[config.mk]
export PLATFORM = sky130hd
export DESIGN_NAME = rvc_top
export DESIGN_NICKNAME = d
export VERILOG_FILES = /design/src/rtl/rvc_pkg.sv /design/src/rtl/rvc_hdr_parse.sv /design/src/rtl/rvc_map_table.sv /design/src/rtl/rvc_collect.sv /design/src/rtl/rvc_top.sv
export SDC_FILE = /design/constraint.sdc
export NUM_CORES = 1
export LEC_CHECK = 0
export BUFFER_PORTS_ARGS = -buffer_cell sky130_fd_sc_hd__buf_2
export CAP_MARGIN = 20
export CORE_MARGIN = 1.5
export CORE_UTILIZATION = 38
export DETAILED_ROUTE_END_ITERATION = 10
export GPL_TIMING_DRIVEN = 0
export PLACE_DENSITY = 0.63
export SLEW_MARGIN = 20
export SYNTH_ARGS = -nofsm -noshare
export SYNTH_HDL_FRONTEND = slang
export SYNTH_SLANG_ARGS = --single-unit
[constraint.sdc]
create_clock -name clk -period 2.05 [get_ports clk]
set_input_delay 0.205 -clock clk [delete_from_list [all_inputs] [get_ports clk]]
set_output_delay 0.205 -clock clk [all_outputs]
set_load 0.02 [all_outputs]
[src/rtl/rvc_pkg.sv]
package rvc_pkg;
  localparam logic [7:0] PROTO_TCP = 8'd6;
  localparam logic [7:0] PROTO_UDP = 8'd17;
  localparam logic [3:0] IHL_MIN   = 4'd5;
  localparam logic [3:0] IDX_PROTO = 4'd2;
  localparam logic [3:0] IDX_SRC   = 4'd3;
  localparam logic [3:0] IDX_DST   = 4'd4;

  typedef enum logic [1:0] {
    ST_IDLE  = 2'd0,
    ST_PARSE = 2'd1,
    ST_WAIT  = 2'd2
  } parse_st_t;

  function automatic logic carries_ports(input logic [7:0] proto);
    return (proto == PROTO_TCP) || (proto == PROTO_UDP);
  endfunction

  function automatic logic [3:0] port_word_idx(input logic [3:0] ihl);
    return (ihl < IHL_MIN) ? IHL_MIN : ihl;
  endfunction
endpackage

[src/rtl/rvc_hdr_parse.sv]
module rvc_hdr_parse
  import rvc_pkg::*;
(
  input  logic        clk,
  input  logic        rst_n,
  input  logic        hdr_valid,
  input  logic        hdr_sop,
  input  logic [31:0] hdr_data,
  input  logic        done_i,
  output logic        start_o,
  output logic        port_skip_o,
  output logic        busy_o,
  output logic        ip_req_o,
  output logic [71:0] ip_key_o,
  output logic        sp_req_o,
  output logic [15:0] sp_key_o,
  output logic        dp_req_o,
  output logic [15:0] dp_key_o
);
  parse_st_t   st;
  logic [3:0]  idx_q;
  logic [3:0]  ihl_q;
  logic [7:0]  proto_q;
  logic [31:0] src_q;
  logic [31:0] dst_q;
  logic        take_w;
  logic        dst_evt_w;
  logic        port_evt_w;
  logic        unused_bits;

  assign unused_bits = ^{hdr_data[31:28], hdr_data[23:0]};

  assign start_o    = hdr_valid && hdr_sop && (st == ST_IDLE);
  assign take_w     = hdr_valid && (st == ST_PARSE);
  assign dst_evt_w  = take_w && (idx_q == IDX_DST);
  assign port_evt_w = take_w && (idx_q == port_word_idx(ihl_q)) && carries_ports(proto_q);
  assign busy_o     = (st != ST_IDLE);
  assign ip_key_o   = {src_q, dst_q, proto_q};

  always_ff @(posedge clk or negedge rst_n) begin
    if (!rst_n) begin
      st          <= ST_IDLE;
      idx_q       <= '0;
      ihl_q       <= '0;
      proto_q     <= '0;
      src_q       <= '0;
      dst_q       <= '0;
      sp_key_o    <= '0;
      dp_key_o    <= '0;
      ip_req_o    <= 1'b0;
      sp_req_o    <= 1'b0;
      dp_req_o    <= 1'b0;
      port_skip_o <= 1'b0;
    end else begin
      ip_req_o    <= 1'b0;
      sp_req_o    <= 1'b0;
      dp_req_o    <= 1'b0;
      port_skip_o <= 1'b0;
      case (st)
        ST_IDLE: begin
          if (start_o) begin
            ihl_q <= hdr_data[27:24];
            idx_q <= 4'd1;
            st    <= ST_PARSE;
          end
        end
        ST_PARSE: begin
          if (take_w) begin
            idx_q <= idx_q + 4'd1;
            if (idx_q == IDX_PROTO) proto_q <= hdr_data[23:16];
            if (idx_q == IDX_SRC)   src_q   <= hdr_data;
            if (dst_evt_w) begin
              dst_q    <= hdr_data;
              ip_req_o <= 1'b1;
              if (!carries_ports(proto_q)) begin
                port_skip_o <= 1'b1;
                st          <= ST_WAIT;
              end
            end
            if (port_evt_w) begin
              sp_key_o <= hdr_data[31:16];
              dp_key_o <= hdr_data[15:0];
              sp_req_o <= 1'b1;
              dp_req_o <= 1'b1;
              st       <= ST_WAIT;
            end
          end
        end
        ST_WAIT: begin
          if (done_i) st <= ST_IDLE;
        end
        default: st <= ST_IDLE;
      endcase
    end
  end

  assert_ipreq_pulse_R1: assert property (@(posedge clk) disable iff (!rst_n)
    ip_req_o |=> !ip_req_o);
  assert_port_only_l4_R6: assert property (@(posedge clk) disable iff (!rst_n)
    (sp_req_o || dp_req_o) |-> carries_ports(proto_q));
  assert_port_after_ip_R2: assert property (@(posedge clk) disable iff (!rst_n)
    sp_req_o |-> (busy_o && !ip_req_o && dp_req_o));
  assert_busy_hold_R7: assert property (@(posedge clk) disable iff (!rst_n)
    (busy_o && !done_i) |=> busy_o);
endmodule

[src/rtl/rvc_map_table.sv]
module rvc_map_table #(
  parameter  int N_RULES   = 8,
  parameter  int N_ENTRIES = 6,
  localparam int RULE_W    = (N_RULES > 1) ? $clog2(N_RULES) : 1
) (
  input  logic                 clk,
  input  logic                 rst_n,
  input  logic                 cfg_we,
  input  logic [RULE_W-1:0]    cfg_rule,
  input  logic [N_ENTRIES-1:0] cfg_map,
  input  logic                 cfg_any,
  input  logic [N_ENTRIES-1:0] ent_i,
  output logic [N_RULES-1:0]   dec_vec_o,
  output logic [N_RULES-1:0]   any_mask_o
);
  logic [N_ENTRIES-1:0] map_q [N_RULES];

  function automatic logic expand_bit(input logic [N_ENTRIES-1:0] ent,
                                      input logic [N_ENTRIES-1:0] sel);
    return |(ent & sel);
  endfunction

  for (genvar r = 0; r < N_RULES; r++) begin : g_rule
    logic hit_w;
    assign hit_w = cfg_we && (int'(cfg_rule) == r);
    always_ff @(posedge clk or negedge rst_n) begin
      if (!rst_n) begin
        map_q[r]      <= '0;
        any_mask_o[r] <= 1'b0;
      end else if (hit_w) begin
        map_q[r]      <= cfg_map;
        any_mask_o[r] <= cfg_any;
      end
    end
    assign dec_vec_o[r] = expand_bit(ent_i, map_q[r]);
  end

  assert_empty_in_R3: assert property (@(posedge clk) disable iff (!rst_n)
    (ent_i == '0) |-> (dec_vec_o == '0));
endmodule

[src/rtl/rvc_collect.sv]
module rvc_collect #(
  parameter int N_RULES   = 8,
  parameter int N_ENTRIES = 6
) (
  input  logic                 clk,
  input  logic                 rst_n,
  input  logic                 start_i,
  input  logic                 port_skip_i,
  input  logic [N_RULES-1:0]   any_mask_i,
  input  logic                 ent_vld,
  input  logic [N_ENTRIES-1:0] ent_vec,
  input  logic                 sp_vld,
  input  logic [N_RULES-1:0]   sp_vec,
  input  logic                 dp_vld,
  input  logic [N_RULES-1:0]   dp_vec,
  input  logic [N_RULES-1:0]   dec_vec_i,
  output logic [N_ENTRIES-1:0] ent_sel_o,
  output logic                 match_valid_o,
  output logic [N_RULES-1:0]   match_vec_o
);
  logic                 armed;
  logic                 got_e, got_s, got_d;
  logic [N_ENTRIES-1:0] ent_q;
  logic [N_RULES-1:0]   sp_q, dp_q;
  logic                 take_e, take_s, take_d, skip_w;
  logic                 got_e_n, got_s_n, got_d_n, all_n;
  logic [N_RULES-1:0]   sp_n, dp_n;

  function automatic logic [N_RULES-1:0] combine3(input logic [N_RULES-1:0] a,
                                                  input logic [N_RULES-1:0] b,
                                                  input logic [N_RULES-1:0] c);
    return a & b & c;
  endfunction

  assign skip_w  = armed && port_skip_i;
  assign take_e  = armed && ent_vld && !got_e;
  assign take_s  = armed && sp_vld && !got_s && !skip_w;
  assign take_d  = armed && dp_vld && !got_d && !skip_w;
  assign got_e_n = got_e || take_e;
  assign got_s_n = got_s || take_s || skip_w;
  assign got_d_n = got_d || take_d || skip_w;
  assign all_n   = armed && got_e_n && got_s_n && got_d_n;

  assign ent_sel_o = take_e ? ent_vec : ent_q;
  assign sp_n      = skip_w ? any_mask_i : (take_s ? sp_vec : sp_q);
  assign dp_n      = skip_w ? any_mask_i : (take_d ? dp_vec : dp_q);

  always_ff @(posedge clk or negedge rst_n) begin
    if (!rst_n) begin
      armed         <= 1'b0;
      got_e         <= 1'b0;
      got_s         <= 1'b0;
      got_d         <= 1'b0;
      ent_q         <= '0;
      sp_q          <= '0;
      dp_q          <= '0;
      match_valid_o <= 1'b0;
      match_vec_o   <= '0;
    end else begin
      match_valid_o <= 1'b0;
      if (start_i) begin
        armed <= 1'b1;
        got_e <= 1'b0;
        got_s <= 1'b0;
        got_d <= 1'b0;
      end else if (armed) begin
        got_e <= got_e_n;
        got_s <= got_s_n;
        got_d <= got_d_n;
        ent_q <= ent_sel_o;
        sp_q  <= sp_n;
        dp_q  <= dp_n;
        if (all_n) begin
          match_valid_o <= 1'b1;
          match_vec_o   <= combine3(dec_vec_i, sp_n, dp_n);
          armed         <= 1'b0;
        end
      end
    end
  end

  assert_emit_once_R5: assert property (@(posedge clk) disable iff (!rst_n)
    match_valid_o |=> !match_valid_o);
  assert_emit_armed_R5: assert property (@(posedge clk) disable iff (!rst_n)
    match_valid_o |-> $past(armed));
  assert_and_subset_R4: assert property (@(posedge clk) disable iff (!rst_n)
    match_valid_o |-> ((match_vec_o & ~$past(sp_n)) == '0));
endmodule

[src/rtl/rvc_top.sv]
module rvc_top #(
  parameter  int N_RULES   = 8,
  parameter  int N_ENTRIES = 6,
  localparam int RULE_W    = (N_RULES > 1) ? $clog2(N_RULES) : 1
) (
  input  logic                 clk,
  input  logic                 rst_n,
  input  logic                 hdr_valid,
  input  logic                 hdr_sop,
  input  logic [31:0]          hdr_data,
  output logic                 busy,
  output logic                 ip_req,
  output logic [71:0]          ip_key,
  output logic                 sp_req,
  output logic [15:0]          sp_key,
  output logic                 dp_req,
  output logic [15:0]          dp_key,
  input  logic                 ent_vld,
  input  logic [N_ENTRIES-1:0] ent_vec,
  input  logic                 sp_vld,
  input  logic [N_RULES-1:0]   sp_vec,
  input  logic                 dp_vld,
  input  logic [N_RULES-1:0]   dp_vec,
  input  logic                 cfg_we,
  input  logic [RULE_W-1:0]    cfg_rule,
  input  logic [N_ENTRIES-1:0] cfg_map,
  input  logic                 cfg_any,
  output logic                 match_valid,
  output logic [N_RULES-1:0]   match_vec
);
  logic                 start_w;
  logic                 port_skip_w;
  logic [N_ENTRIES-1:0] ent_sel_w;
  logic [N_RULES-1:0]   dec_vec_w;
  logic [N_RULES-1:0]   any_mask_w;

  rvc_hdr_parse u_parse (
    .clk        (clk),
    .rst_n      (rst_n),
    .hdr_valid  (hdr_valid),
    .hdr_sop    (hdr_sop),
    .hdr_data   (hdr_data),
    .done_i     (match_valid),
    .start_o    (start_w),
    .port_skip_o(port_skip_w),
    .busy_o     (busy),
    .ip_req_o   (ip_req),
    .ip_key_o   (ip_key),
    .sp_req_o   (sp_req),
    .sp_key_o   (sp_key),
    .dp_req_o   (dp_req),
    .dp_key_o   (dp_key)
  );

  rvc_map_table #(.N_RULES(N_RULES), .N_ENTRIES(N_ENTRIES)) u_map (
    .clk       (clk),
    .rst_n     (rst_n),
    .cfg_we    (cfg_we),
    .cfg_rule  (cfg_rule),
    .cfg_map   (cfg_map),
    .cfg_any   (cfg_any),
    .ent_i     (ent_sel_w),
    .dec_vec_o (dec_vec_w),
    .any_mask_o(any_mask_w)
  );

  rvc_collect #(.N_RULES(N_RULES), .N_ENTRIES(N_ENTRIES)) u_coll (
    .clk          (clk),
    .rst_n        (rst_n),
    .start_i      (start_w),
    .port_skip_i  (port_skip_w),
    .any_mask_i   (any_mask_w),
    .ent_vld      (ent_vld),
    .ent_vec      (ent_vec),
    .sp_vld       (sp_vld),
    .sp_vec       (sp_vec),
    .dp_vld       (dp_vld),
    .dp_vec       (dp_vec),
    .dec_vec_i    (dec_vec_w),
    .ent_sel_o    (ent_sel_w),
    .match_valid_o(match_valid),
    .match_vec_o  (match_vec)
  );

  assert_strobe_busy_R7: assert property (@(posedge clk) disable iff (!rst_n)
    match_valid |-> busy);
  assert_strobe_drops_busy_R7: assert property (@(posedge clk) disable iff (!rst_n)
    match_valid |=> !busy);
endmodule

==> impl_results.html <==
<table>
<tr><th>Metric</th><th>Value</th></tr>
<tr><th colspan="2">Synth</th></tr>
<tr><td>Share of synthesized registers carrying an async set or reset</td><td>between 90% and 100%</td></tr>
<tr><td>Count of warnings emitted by yosys</td><td>0</td></tr>
<tr><td>Leading cell types by total area after synthesis</td><td>sky130_fd_sc_hd__dfrtp_1 60%, sky130_fd_sc_hd__mux2_2 24%, sky130_fd_sc_hd__a22oi_1 2.1%</td></tr>
<tr><td>Syn Nets</td><td>686</td></tr>
<tr><td>Synth Flop Type</td><td>sky130_fd_sc_hd__dfrtp_1</td></tr>
<tr><td>Yosys reg bits</td><td>208</td></tr>
<tr><td>Avg Cell Area, Syn</td><td>14.1 sq um</td></tr>
<tr><td>Simple-gate area share of the yosys netlist</td><td>5.65%</td></tr>
<tr><td>Synthesized-area fraction occupied by ao, oa, aoi and oai cells</td><td>6.36%</td></tr>
<tr><td>Synth Area in XOR/XNOR</td><td>0.406%</td></tr>
<tr><td>Area fraction of the dominant cell type after synthesis</td><td>60.3%</td></tr>
<tr><td>Largest family of logic cells by synthesized area</td><td>multiplexers</td></tr>
<tr><td>Post-synthesis mux area share</td><td>around 25%</td></tr>
<tr><td>Adder and majority cell fraction of the synthesized area</td><td>less than 1%</td></tr>
<tr><td>Area leader, netlist</td><td>sky130_fd_sc_hd__dfrtp_1</td></tr>
<tr><td>Synth Cell Area</td><td>8640 sq um</td></tr>
<tr><td>Share of synthesized area occupied by flip-flops and latches</td><td>60.3%</td></tr>
<tr><td>Number of enable flip-flop cells after synthesis</td><td>0</td></tr>
<tr><td>Number of distinct library cells after synthesis</td><td>between 40 and 50</td></tr>
<tr><td>Gate count after technology mapping</td><td>~610</td></tr>
<tr><th colspan="2">Routing</th></tr>
<tr><td>Antenna Nets Post-Route</td><td>0</td></tr>
<tr><td>Residual DRC count</td><td>0</td></tr>
<tr><td>Via count of the routed design</td><td>between 5,000 and 6,000</td></tr>
<tr><td>First-pass detailed-route iteration total</td><td>4</td></tr>
<tr><td>Number of vias per cell after detailed routing</td><td>5.08</td></tr>
<tr><td>Sum of routed wire length over all layers</td><td>around 22 mm</td></tr>
<tr><td>Detailed Route Iter0 Violations</td><td>289</td></tr>
<tr><td>DR WL/cell</td><td>approximately 18 um</td></tr>
<tr><th colspan="2">Timing</th></tr>
<tr><td>Maximum operating frequency</td><td>504 MHz</td></tr>
<tr><td>Sum of negative setup slack</td><td>0 ns</td></tr>
<tr><td>Final count of hold timing violations</td><td>0</td></tr>
<tr><td>Smallest setup slack after layout</td><td>0.0676 ns</td></tr>
<tr><td>Worst hold slack after final layout</td><td>0.0542 ns</td></tr>
<tr><td>Setup skew after layout</td><td>0.00893 ns</td></tr>
<tr><td>Slew at the pin closest to its max-slew limit</td><td>1.10 ns</td></tr>
<tr><td>Setup repair after global routing missed its margin</td><td>true</td></tr>
<tr><td>Final setup violation count</td><td>0</td></tr>
<tr><td>Minimum clock period after layout</td><td>between 1.5 and 2 ns</td></tr>
<tr><td>Share of the clock period used by the worst path</td><td>between 90% and 100%</td></tr>
<tr><td>Final count of pins violating max slew</td><td>0</td></tr>
<tr><td>Max-slew headroom</td><td>around a quarter</td></tr>
<tr><th colspan="2">GRT</th></tr>
<tr><td>Number of global-route vias before repair</td><td>6,228</td></tr>
<tr><td>Sum of overflow across all layers after global routing</td><td>0</td></tr>
<tr><td>Antenna violations before repair</td><td>0</td></tr>
<tr><td>First-pass GRT wire length</td><td>between 30 and 40 mm</td></tr>
<tr><td>Pin count of the biggest net entering global routing</td><td>87</td></tr>
<tr><td>Gr usage total</td><td>18.2%</td></tr>
<tr><th colspan="2">Pwr</th></tr>
<tr><td>Proportion of total power due to net switching</td><td>34.7%</td></tr>
<tr><td>Psw</td><td>5.50 mW</td></tr>
<tr><td>Highest ir drop seen on vdd</td><td>about 0.00065 V</td></tr>
<tr><td>Sequential fraction of design power</td><td>39.3%</td></tr>
<tr><td>Share of total power in the clock network</td><td>26.4%</td></tr>
<tr><td>Power share of the combinational group</td><td>34.3%</td></tr>
<tr><td>Leak Pwr</td><td>5.53 nW</td></tr>
<tr><td>PwrDens</td><td>1390 nW/um^2</td></tr>
<tr><td>Internal power of the cells</td><td>between 10 and 15 mW</td></tr>
<tr><th colspan="2">Worst hold path</th></tr>
<tr><td>Worst hold path depth</td><td>2</td></tr>
<tr><td>Hold Path Class</td><td>in -&gt; reg</td></tr>
<tr><th colspan="2">CTS</th></tr>
<tr><td>H-tree depth reported by CTS</td><td>1</td></tr>
<tr><td>Worst skew pair latency</td><td>0.49 ns</td></tr>
<tr><td>Clock slew at reported path FFs</td><td>0.06 ns</td></tr>
<tr><td>Cell at the root of the clock tree</td><td>sky130_fd_sc_hd__clkbuf_16</td></tr>
<tr><td>Inserted Clock Buffers</td><td>23</td></tr>
<tr><td>TritonCTS clock tree</td><td>done</td></tr>
<tr><td>Number of sinks on the clock net</td><td>208</td></tr>
<tr><td>Max Buffers Root-to-Sink</td><td>3</td></tr>
<tr><th colspan="2">Place</th></tr>
<tr><td>Post-detail-place hpwl</td><td>between 10 and 15 mm</td></tr>
<tr><td>Post-placement cell area</td><td>9970 sq um</td></tr>
<tr><td>Buffers on Ports</td><td>184</td></tr>
<tr><td>Final GP Congestion</td><td>0.788</td></tr>
<tr><td>Worst slack at placement</td><td>-0.460 ns</td></tr>
<tr><th colspan="2">Worst setup path</th></tr>
<tr><td>Stage delay of the slowest cell on the critical path</td><td>between 0.4 and 0.5 ns</td></tr>
<tr><td>Crit Path Max Fanout</td><td>10</td></tr>
<tr><td>Arrival time of the worst setup path</td><td>roughly 2.4 ns</td></tr>
<tr><td>Buffers plus inverters on the worst setup path</td><td>2</td></tr>
<tr><td>Cell at the slowest stage of the critical path</td><td>sky130_fd_sc_hd__dfrtp_2</td></tr>
<tr><td>Setup Crit Path Kind</td><td>reg -&gt; reg</td></tr>
<tr><td>Number of stages on the worst setup path</td><td>7</td></tr>
<tr><td>Cell family contributing the most delay on the critical path</td><td>compound AO/OA/AOI/OAI gates</td></tr>
<tr><td>Logic depth of the worst register-to-register path</td><td>7</td></tr>
<tr><td>CP required</td><td>between 2 and 2.5 ns</td></tr>
<tr><td>Setup crit end kind</td><td>register</td></tr>
<tr><td>Critical path launch point type</td><td>register</td></tr>
<tr><td>Cells along the critical path</td><td>and3_1, o21ai_0, a211o_1, nor3_4, buf_6, buf_8, mux2_2</td></tr>
<tr><th colspan="2">Cells and area</th></tr>
<tr><td>Number of nets in the layout</td><td>946</td></tr>
<tr><td>Post-synthesis to final-layout area growth</td><td>31.8%</td></tr>
<tr><td>Number of antenna diodes</td><td>0</td></tr>
<tr><td>Share of cells above drive strength 1</td><td>51.9%</td></tr>
<tr><td>Most frequent standard cell in the layout excluding fill and tap cells</td><td>sky130_fd_sc_hd__dfrtp_1</td></tr>
<tr><td>Post-route design area</td><td>11,400 sq um</td></tr>
<tr><td>Most frequent cells in the layout</td><td>204 x sky130_fd_sc_hd__dfrtp_1, 189 x sky130_fd_sc_hd__buf_2, 177 x sky130_fd_sc_hd__mux2_2, 41 x sky130_fd_sc_hd__dlygate4sd3_1, 39 x sky130_fd_sc_hd__nand2_1</td></tr>
<tr><th colspan="2">Outcome</th></tr>
<tr><td>Result of the run</td><td>complete, no violations</td></tr>
<tr><th colspan="2">Floorplan</th></tr>
<tr><td>Horizontal extent of the die</td><td>154 um</td></tr>
<tr><td>Site Rows</td><td>54</td></tr>
<tr><td>DIE HEIGHT</td><td>154 um</td></tr>
<tr><td>Core Area</td><td>about 22,000 sq um</td></tr>
<tr><td>Overall die area</td><td>23,600 sq um</td></tr>
<tr><td>I/O pin cnt</td><td>189</td></tr>
<tr><td>Starting utilization of the core area</td><td>39.2%</td></tr>
<tr><th colspan="2">Run</th></tr>
<tr><td>Max-cap check violation count</td><td>0</td></tr>
</table>
flip-flops by register name, summed over array words and instances (netlist names), 2 cells and up:
signal              count
u_coll.dp_q             8
u_coll.ent_q            6
u_coll.match_vec_o      8
u_coll.sp_q             8
u_map.any_mask_o        8
u_map.map_q            48
u_parse.dp_key_o       16
u_parse.dst_q          32
u_parse.idx_q           4
u_parse.ihl_q           4
u_parse.proto_q         8
u_parse.sp_key_o       16
u_parse.src_q          32
u_parse.st              2
metrics by stage:
step / utilization (%) / power (mW) / std cells
detailed placement: 45.3 / 11.4 / 1077
global placement: 45.0 / 11.3 / 1075
global route: 51.7 / 16.7 / 1167
floorplan: - / 9.49 / 611
CTS: 51.0 / 15.8 / 1165
finish: 51.7 / 15.8 / 1167
per-layer routing:
metal	share of wire [%]	GRT usage, %	wire (um)
met3	4.6	3.24	994
met2	48	30.0	10300
met4	1.9	4.53	419
met5	0	0	0
met1	46	24.9	9830
cells in the mapped netlist, types with 5 or more instances:
cell type and count:
sky130_fd_sc_hd__a21oi_1 5, sky130_fd_sc_hd__inv_1 7, sky130_fd_sc_hd__o22ai_1 8, sky130_fd_sc_hd__mux2i_1 8, sky130_fd_sc_hd__and3_1 9, sky130_fd_sc_hd__mux2_2 183
sky130_fd_sc_hd__buf_2 9, sky130_fd_sc_hd__a22oi_1 24, sky130_fd_sc_hd__dfrtp_1 208, sky130_fd_sc_hd__o41ai_1 7, sky130_fd_sc_hd__nand2_1 39, sky130_fd_sc_hd__o21ai_0 30
sky130_fd_sc_hd__clkbuf_1 13, sky130_fd_sc_hd__nor2_1 8
cell type report:
| cell class | count | area [sq um] |
|---|---|---|
| Timing Repair Buffer | 236 | 1470 |
| Inverter | 7 | 26.3 |
| Clock inverter | 12 | 140 |
| Clock buffer | 29 | 628 |
| Sequential cell | 208 | 5210 |
| Multi-Input combinational cell | 369 | 3400 |
| Tap cell | 280 | 350 |
| Buffer | 26 | 159 |
| Fill cell | 1929 | 10600 |
repair_timing:
action,in CTS,in global routing
endpoints found under the setup margin,98,107
pin swaps,3,5
endpoints found under the hold margin,172,0
resized for setup,11,29
hold buffers,41,0
buffers inserted,6,3
power groups by stage:
stage	logic, mW	registers (mW)	clock network (mW)
3_3_place_gp	5.07	6.20	0
6_report	5.43	6.22	4.18
5_1_grt	5.87	6.39	4.43
4_1_cts	5.31	6.20	4.28
2_1_floorplan	2.36	7.13	0
3_5_place_dp	5.17	6.24	0
cells by family after synthesis:
group / count (synthesis)
flops: 208
buf+inv: 34
fa+ha+maj: 3
mux: 192
xor+xnor: 4
compound gates: 83
simple gates: 87
worst paths after layout:
| kind | endpoint | slack (ns) | from |
|---|---|---|---|
| worst max-delay path | u_parse.dp_key_o[5] | 0.07 | u_parse.ihl_q[3] |
| max in group asynchronous | u_map.map_q[45] | 0.67 | rst_n |
| worst min register to register | u_coll.dp_q[3] | 0.47 | u_coll.dp_q[3] |
| min in group asynchronous | u_parse.dp_key_o[12] | 0.24 | rst_n |
| worst max register to register | u_parse.dp_key_o[5] | 0.07 | u_parse.ihl_q[3] |
| worst min-delay path | u_map.any_mask_o[3] | 0.05 | cfg_any |
No activity file was read; power rests on OpenSTA's default activity.
